### config.mk
export PLATFORM = sky130hd
export DESIGN_NAME = vol_mute_stage
export DESIGN_NICKNAME = d
export VERILOG_FILES = /design/src/rtl/vms_pkg.sv /design/src/rtl/vms_vol_rom.sv /design/src/rtl/vms_ramp_ctrl.sv /design/src/rtl/vms_gain_mult.sv /design/src/rtl/vol_mute_stage.sv
export SDC_FILE = /design/constraint.sdc
export NUM_CORES = 2
export LEC_CHECK = 0
export ABC_AREA = 1
export BUFFER_PORTS_ARGS = -buffer_cell sky130_fd_sc_hd__buf_2
export CORE_ASPECT_RATIO = 0.5
export CORE_MARGIN = 1.5
export CORE_UTILIZATION = 38
export CTS_CLUSTER_DIAMETER = 50
export DETAILED_ROUTE_END_ITERATION = 6
export MAX_ROUTING_LAYER = met4
export SYNTH_ARGS = -nofsm -noshare
export SYNTH_HDL_FRONTEND = slang
export SYNTH_HIERARCHICAL = 1
export SYNTH_SLANG_ARGS = --single-unit
### constraint.sdc
create_clock -name clk -period 1.9 [get_ports clk]
set_clock_uncertainty 0.2 [all_clocks]
set_input_delay 0 -clock clk [delete_from_list [all_inputs] [get_ports clk]]
set_output_delay 0 -clock clk [all_outputs]
set_load 0.02 [all_outputs]
### src/rtl/vms_pkg.sv
package vms_pkg;

  localparam int unsigned FRAC = 16;          // gain fraction bits
  localparam int unsigned CW   = FRAC + 1;    // gain width (1.0 representable)

  // 10^(-1/20) in Q30, iterated per dB step
  localparam longint unsigned DB_STEP_Q30 = 64'd956973408;

  function automatic logic [CW-1:0] vol_coef(input int code);
    longint unsigned acc;
    acc = 64'd1 << 30;
    for (int i = 0; i < 64; i++) begin
      if (i < code) acc = (acc * DB_STEP_Q30 + (64'd1 << 29)) >> 30;
    end
    return CW'((acc + (64'd1 << 13)) >> 14);
  endfunction

  // raised-cosine gain (1+cos(pi*i/n))/2 in Q16, Taylor series in Q28
  function automatic logic [CW-1:0] ramp_coef(input int i, input int n);
    longint th, th2, term, sum, g;
    if (i <= 0) return CW'(64'd1 << FRAC);
    if (i >= n) return '0;
    th   = (64'sd843314857 * longint'(i)) / longint'(n);
    th2  = (th * th) >>> 28;
    term = 64'sd1 <<< 28;
    sum  = term;
    for (int k = 1; k <= 9; k++) begin
      term = -((term * th2) >>> 28);
      term = term / longint'((2 * k - 1) * (2 * k));
      sum  = sum + term;
    end
    g = ((64'sd1 <<< 28) + sum + (64'sd1 <<< 12)) >>> 13;
    if (g < 0) g = 0;
    if (g > (64'sd1 <<< FRAC)) g = 64'sd1 <<< FRAC;
    return CW'(g);
  endfunction

endpackage

### src/rtl/vms_vol_rom.sv
module vms_vol_rom
  import vms_pkg::*;
#(
  parameter int CODE_W  = 6,
  parameter int MAX_ATT = 60
) (
  input  logic [CODE_W-1:0] code,
  output logic [CW-1:0]     coef
);
  localparam int ENTRIES = 1 << CODE_W;

  logic [CW-1:0] tbl [ENTRIES];

  for (genvar g = 0; g < ENTRIES; g++) begin : g_tbl
    if (g <= MAX_ATT) begin : g_step
      assign tbl[g] = vol_coef(g);
    end else begin : g_silent
      assign tbl[g] = '0;
    end
  end

  assign coef = tbl[code];
endmodule

### src/rtl/vms_ramp_ctrl.sv
module vms_ramp_ctrl
  import vms_pkg::*;
#(
  parameter int RAMP_LEN = 32
) (
  input  logic          clk,
  input  logic          rst_n,
  input  logic          step,
  input  logic          mute_req,
  output logic [CW-1:0] coef,
  output logic          done
);
  localparam int IW = $clog2(RAMP_LEN + 1);
  localparam logic [IW-1:0] LAST = IW'(RAMP_LEN);

  logic [IW-1:0] idx_q, idx_nx;
  logic          done_q, done_nx;
  logic [CW-1:0] tbl [RAMP_LEN + 1];

  for (genvar g = 0; g <= RAMP_LEN; g++) begin : g_tbl
    assign tbl[g] = ramp_coef(g, RAMP_LEN);
  end

  always_comb begin
    idx_nx  = idx_q;
    done_nx = done_q;
    if (step) begin
      if (mute_req && idx_q != LAST)    idx_nx = idx_q + 1'b1;
      else if (!mute_req && idx_q != '0) idx_nx = idx_q - 1'b1;
      done_nx = (idx_nx == LAST);
    end
  end

  always_ff @(posedge clk or negedge rst_n) begin
    if (!rst_n) begin
      idx_q  <= '0;
      done_q <= 1'b0;
    end else if (step) begin
      idx_q  <= idx_nx;
      done_q <= done_nx;
    end
  end

  assign coef = tbl[idx_q];
  assign done = done_q;


  ramp_hold_chk: assert property (@(posedge clk) disable iff (!rst_n)
    !step |=> $stable(idx_q));

  done_rise_chk: assert property (@(posedge clk) disable iff (!rst_n)
    $rose(done) |-> $past(mute_req) && $past(step));

  done_fall_chk: assert property (@(posedge clk) disable iff (!rst_n)
    $fell(done) |-> !$past(mute_req));

  idle_stays_chk: assert property (@(posedge clk) disable iff (!rst_n)
    (!mute_req && idx_q == '0) |=> idx_q == '0);
endmodule

### src/rtl/vms_gain_mult.sv
module vms_gain_mult
  import vms_pkg::*;
#(
  parameter int DW = 20
) (
  input  logic signed [DW-1:0] sample,
  input  logic        [CW-1:0] gain,
  output logic signed [DW-1:0] result
);
  localparam int PW = DW + CW + 1;
  localparam logic signed [PW-1:0] HALF = PW'(64'd1 << (FRAC - 1));
  localparam logic signed [PW-1:0] HI   = PW'((64'd1 << (DW - 1)) - 1);
  localparam logic signed [PW-1:0] LO   = -HI - PW'(1);

  logic signed [PW-1:0] prod, shifted;

  always_comb begin
    prod    = $signed(sample) * $signed({1'b0, gain});
    shifted = (prod + HALF) >>> FRAC;
    if (shifted > HI)      result = HI[DW-1:0];
    else if (shifted < LO) result = LO[DW-1:0];
    else                   result = shifted[DW-1:0];
  end
endmodule

### src/rtl/vol_mute_stage.sv
module vol_mute_stage
  import vms_pkg::*;
#(
  parameter int DW       = 20,
  parameter int CODE_W   = 6,
  parameter int MAX_ATT  = 60,
  parameter int RAMP_LEN = 32
) (
  input  logic                 clk,
  input  logic                 rst_n,
  input  logic                 in_valid,
  input  logic signed [DW-1:0] in_left,
  input  logic signed [DW-1:0] in_right,
  input  logic [CODE_W-1:0]    vol_code,
  input  logic                 mute_pin,
  input  logic                 mute_bit,
  input  logic                 rx_unlock,
  input  logic                 auto_mute_en,
  output logic                 out_valid,
  output logic signed [DW-1:0] out_left,
  output logic signed [DW-1:0] out_right,
  output logic                 mute_done
);
  localparam int NCH = 2;

  // reset: asserted asynchronously, released after two clocks
  logic rst_s1_q, rst_q_n;
  always_ff @(posedge clk or negedge rst_n) begin
    if (!rst_n) begin
      rst_s1_q <= 1'b0;
      rst_q_n  <= 1'b0;
    end else begin
      rst_s1_q <= 1'b1;
      rst_q_n  <= rst_s1_q;
    end
  end

  logic          mute_req;
  logic [CW-1:0] vol_c, ramp_c, gain_c;
  logic [2*CW-1:0] gprod, gsum;

  assign mute_req = mute_pin | mute_bit | (rx_unlock & auto_mute_en);

  vms_vol_rom #(.CODE_W(CODE_W), .MAX_ATT(MAX_ATT)) vol_rom_i (
    .code (vol_code),
    .coef (vol_c)
  );

  vms_ramp_ctrl #(.RAMP_LEN(RAMP_LEN)) ramp_i (
    .clk      (clk),
    .rst_n    (rst_q_n),
    .step     (in_valid),
    .mute_req (mute_req),
    .coef     (ramp_c),
    .done     (mute_done)
  );

  always_comb begin
    gprod  = vol_c * ramp_c;
    gsum   = gprod + (2*CW)'(64'd1 << (FRAC - 1));
    gain_c = gsum[FRAC +: CW];
  end

  logic signed [DW-1:0] ch_in  [NCH];
  logic signed [DW-1:0] ch_mul [NCH];
  logic signed [DW-1:0] ch_q   [NCH];
  logic signed [DW-1:0] ch_nx  [NCH];

  assign ch_in[0] = in_left;
  assign ch_in[1] = in_right;

  for (genvar c = 0; c < NCH; c++) begin : g_ch
    vms_gain_mult #(.DW(DW)) mult_i (
      .sample (ch_in[c]),
      .gain   (gain_c),
      .result (ch_mul[c])
    );
    assign ch_nx[c] = in_valid ? ch_mul[c] : ch_q[c];
    always_ff @(posedge clk or negedge rst_q_n) begin
      if (!rst_q_n)      ch_q[c] <= '0;
      else if (in_valid) ch_q[c] <= ch_nx[c];
    end
  end

  logic vld_q;
  always_ff @(posedge clk or negedge rst_q_n) begin
    if (!rst_q_n) vld_q <= 1'b0;
    else          vld_q <= in_valid;
  end

  assign out_valid = vld_q;
  assign out_left  = ch_q[0];
  assign out_right = ch_q[1];

  function automatic logic [DW:0] mag(input logic signed [DW-1:0] v);
    logic signed [DW:0] e;
    e = {v[DW-1], v};
    return (e < 0) ? -e : e;
  endfunction


  strobe_follow_chk: assert property (@(posedge clk) disable iff (!rst_q_n)
    in_valid |=> out_valid);

  strobe_idle_chk: assert property (@(posedge clk) disable iff (!rst_q_n)
    !in_valid |=> !out_valid && $stable(out_left) && $stable(out_right));

  silent_code_chk: assert property (@(posedge clk) disable iff (!rst_q_n)
    (in_valid && vol_code > CODE_W'(MAX_ATT)) |=> out_left == '0 && out_right == '0);

  no_gain_chk: assert property (@(posedge clk) disable iff (!rst_q_n)
    in_valid |=> mag(out_left) <= mag($past(in_left)) && mag(out_right) <= mag($past(in_right)));

  done_silent_chk: assert property (@(posedge clk) disable iff (!rst_q_n)
    (in_valid && mute_done && mute_req) |=> out_left == '0 && out_right == '0);
endmodule

# After elaboration in Yosys (flattened, before gate mapping)
# Memories as Yosys holds them, arrays and structs flattened.
# Index checks and enable logic that the tools add are counted.
# W data, S select, Z words.
# totals
mem_count,2
inputBits,53
wordCells,45
regBits,50
romBits,2176
output_inout_bits,42
# mem_list
name,depth,word_bits,rd,rd_clocked_by_memory_dff,write_ports,line_no,text
(no name shown),64,17,1,0,0,vms_ramp_ctrl.sv:44,assign coef = tbl[idx_q];
(no name shown),64,17,1,0,0,vms_vol_rom.sv:22,assign coef = tbl[code];
# classes
add_sub_neg,5
n_lt_le_gt_ge,6
multipliers,3
n_eq_ne,2
n_mux,11
n_reduce_logical,4
n_bitwise,5
# ops
cell,count
$mux W20,4
$add A38 B17 Y38 const B,2
$mul A20 B18 Y38,2
$mux W17,4
$gt A22 B20 Y1 const B,2
$lt A22 B20 Y1 const B,2
$add A33 B16 Y33 const B,1
$mul A17 B17 Y33,1
$mux W6,3
$ge A7 B7 Y1 const B,2
$not A6 Y7,2
$add A6 B1 Y6 const B,1
$eq A6 B6 Y1 const B,1
$ne A6 B6 Y1 const B,1
$reduce_bool A6 Y1,1
$sub A6 B1 Y6 const B,1
$logic_and A1 B1 Y1,2
$or A1 B1 Y1,2
$and A1 B1 Y1,1
$logic_not A1 Y1,1

# Logic depth before layout (Yosys ltp)
# depth
word_depth,11
ltp_mapped,68
depth_no_buf,64

# By module
# The synthesis kept the hierarchy.
# by_module_without_submodules
module,area_per_inst_um2,n_inst,cells_each
vms_gain_mult (g_ch[0].mult_i),13900.8,1,1850
vms_gain_mult (g_ch[1].mult_i),13887.1,1,1840
vol_mute_stage,11826.3,1,1526
vms_ramp_ctrl,1370.1,1,237
vms_vol_rom,1278.7,1,268

# Worst setup path after synthesis
# Ideal clock, no wire load.
# synth_path
path_kind,register to register
start,reg ramp_i.idx_q[0]
end,reg ch_q (netlist bit out_left[11])
path_stages_with_launch,52
path_buffers,5
setup_time_ps,125
t_arrival_ps,12241
slack_ps,-10665
path_cell_list,dfrtp_1 buf_2 inv_2 ha_1 nand2_1 a21oi_1 a2111oi_2 clkbuf_1 clkbuf_1 nand2_1 fa_1 fa_1 fa_1 fa_1 inv_1 fa_1 inv_1 fa_1 [16 not listed] fa_1 fa_1 inv_1 fa_1 inv_1 ha_1 a21oi_1 nor2_1 nor2_1 o21ai_0 nor3_1 nand2_2 nand2_4 nand2_2 o21ai_4 buf_8 nand2_1 mux2_2
# synth_lines
item,line_no,text
from (decl),vms_ramp_ctrl.sv:16,"logic [IW-1:0] idx_q, idx_nx;"
from (signal assigned),vms_ramp_ctrl.sv:39,idx_q <= idx_nx;
"to (signal, indexed assignment)",vol_mute_stage.sv:81,else if (in_valid) ch_q[c] <= ch_nx[c];
to (decl),vol_mute_stage.sv:66,logic signed [DW-1:0] ch_q [NCH];

==> flow_summary.json <==
{
  "status": "finished with violations",
  "violations": "negative setup slack",
  "yosysSeqAreaShare": 0.0296,
  "synthesis.nets": 7033,
  "nFillCells": 10600,
  "wire_per_inst_um": 14.9,
  "clk-insertion-delay-late_ns": 0.34,
  "overflow": 0,
  "grt_use_total": 0.226,
  "multi_input_area_um2": 35900,
  "setup_violations": 42,
  "ys_ff_latch": 50,
  "cpMaxStageDelayCell": "fa_2",
  "grt_pass1_vias": 38100,
  "synthCells": 5721,
  "dieArea_um2": 113000,
  "end_kind": "flop",
  "pin_count": 95,
  "grt_max_degree": 31,
  "worst_slack_ns": -10.35,
  "fmax_mhz": 81.6,
  "grt_first_pass_wirelength_um": 200000,
  "finalCritPeriodShare": 6.45,
  "syn_area_per_cell_um2": 7.39,
  "cts.path.max_buffers": 2,
  "synth_edf_count": 0,
  "hp-class": "reg2async",
  "start_util": 0.384,
  "synth_area_um2": 42300,
  "cts_tree": "built",
  "place_ws_ns": -10.49,
  "ant_nets": 0,
  "setup.worst_path.start_class": "flop",
  "final.min_clock_period_ns": 12.25,
  "yosysWarningCount": 6,
  "gp_congestion": 0.936,
  "yosys.cell_types.count": 62,
  "drv_slew": 0,
  "antenna_found_initial": 2,
  "cts_sinks": 50,
  "seq_area_um2": 1260,
  "syn2layout_area_growth_pct": 30.0,
  "drv_cap": 0,
  "clockRootBuffer": "clkbuf_16",
  "io_buffers": 94,
  "drt_iter0_drc": 2181,
  "ys_async_sr_fraction": 1.00,
  "drtPass1Iterations": 5,
  "cp.required_ns": 1.91,
  "crit_path_max_incr_delay_ns": 0.68,
  "die_w_um": 475,
  "wl_um": 120000,
  "hold_slack_ns": 0.0274,
  "vias": 36600,
  "cts_made_buffers": 5,
  "h-tree-depth": 2,
  "utilization": 0.499,
  "critPathMaxFanout": 8,
  "rsz0062_at_grt": "true",
  "worstSetupPathType": "reg2reg",
  "crit_arrival_ns": 12.26,
  "cpMostUsedCell": "fa_1",
  "rows": 86,
  "dp_hpwl_um": 101000,
  "finalHoldViolations": 0,
  "coreArea_um2": 110000,
  "final_nets": 7831,
  "drc_errors": 0,
  "ys.flop_type": "dfrtp_1",
  "path_clk_slew_ns": 0.09,
  "die_y_um": 239,
  "viasPerCell": 4.56,
  "drive_gt1_frac": 0.260
}
what timing repair did:
item	CTS	global route
resized for setup	318	254
buffers inserted	103	42
hold buffers	3	0
pin swaps	135	85
endpoints found under the hold margin	3	0
cloned	15	3
endpoints found under the setup margin	44	45
cells in the final DEF (no fill, tap or decap), drive strengths merged, types with 50 or more instances in the layout:
cell	n
nand3	128
a21oi	123
nand2	1593
buf	1022
o21ai	89
nor2	196
dfrtp	50
ha	356
fa	903
inv	1815
registers in the layout, summed over array words and instances (netlist names):
signal / flops
out_left: 20
out_right: 20
out_valid: 1
ramp_i/done: 1
ramp_i/idx_q: 6
rst_q_n: 1
rst_s1_q: 1
stage by stage:
stage	area (um2)	std cells	setup TNS [ns]
after global routing	54900	8018	-428.17
after detailed placement	51000	7848	-417.49
after floorplan	43400	5721	-377.16
after global placement	51000	7848	-414.37
after CTS	53700	7976	-402.17
final	54900	8018	-410.29
synth_stat cells (22+ instances only):
cell / n / area (um2)
inv_1: 1792 / 6730
nand2_1: 1532 / 5750
fa_1: 903 / 18100
ha_1: 356 / 4450
clkbuf_1: 208 / 781
nor2_1: 167 / 627
a21oi_1: 121 / 606
nand3_1: 111 / 556
o21ai_0: 77 / 385
nand2_2: 56 / 350
dfrtp_1: 50 / 1250
mux2_2: 40 / 450
xor2_1: 36 / 315
nor3_1: 27 / 135
inv_2: 22 / 82.6
area by class of cell:
type	instances	share of cell area
Multi-Input combinational cell	3614	0.654
Clock buffer	5	0.00228
Sequential cell	50	0.0229
Timing Repair Buffer	1031	0.161
Clock inverter	3	0.000387
Antenna cell	2	0.0000911
Tap cell	1496	0.0341
Inverter	1817	0.125
worst paths after layout:
path	start	endpoint	slack, ns	depth (start not counted)
hold / removal	rst_q_n$_DFF_PN0_	out_left[12]$_DFFE_PN0P_	0.03	0
max in group asynchronous	rst_q_n$_DFF_PN0_	ramp_i/idx_q[3]$_DFFE_PN0P_	0.90	1
hold reg to reg	rst_q_n$_DFF_PN0_	out_left[12]$_DFFE_PN0P_	0.03	0
min in group clk	rst_s1_q$_DFF_PN0_	rst_q_n$_DFF_PN0_	0.18	0
setup / recovery	ramp_i/idx_q[0]$_DFFE_PN0P_	out_left[13]$_DFFE_PN0P_	-10.35	59
setup reg to reg	ramp_i/idx_q[0]$_DFFE_PN0P_	out_left[13]$_DFFE_PN0P_	-10.35	59
metal layers:
layer | up-vias | routed length [um] | GRT usage | share of wire
met3 | 81 | 6090 | 0.0209 | 0.051
met4 | 0 | 1270 | 0.0259 | 0.011
li1 | 17700 | - | - | -
met5 | - | 0 | - | 0
met2 | 795 | 55800 | 0.364 | 0.47
met1 | 18000 | 56700 | 0.319 | 0.47
worst max-delay path, delay by kind of cell (launching register included):
kind                       cells  cell delay [ns]
adders and majority gates     15             7.10
buffers and inverters         21             1.87
and+or+nand+nor               18             1.70
AOI/OAI and AO/OA              4             0.51
DFF                            1             0.46
muxes                          1             0.25
cell families (layout without fill, tap and decap cells):
group                    count (synthesis)  after routing  share of synthesized area
flip-flops                              50             50                     0.0296
AO/OA/AOI/OAI                          278            278                     0.0375
XOR/XNOR                                55             55                     0.0116
other                                    1              3                  0.0000887
adder cells (fa/ha/maj)               1259           1259                      0.533
buffers and inverters                 2063           2856                      0.186
multiplexers                            40             40                     0.0107
AND/OR/NAND/NOR                       1975           1981                      0.191
Power is left out: the tool's default activity adds up to more than one toggle a clock period on the data nets, which glitch-free logic cannot reach.
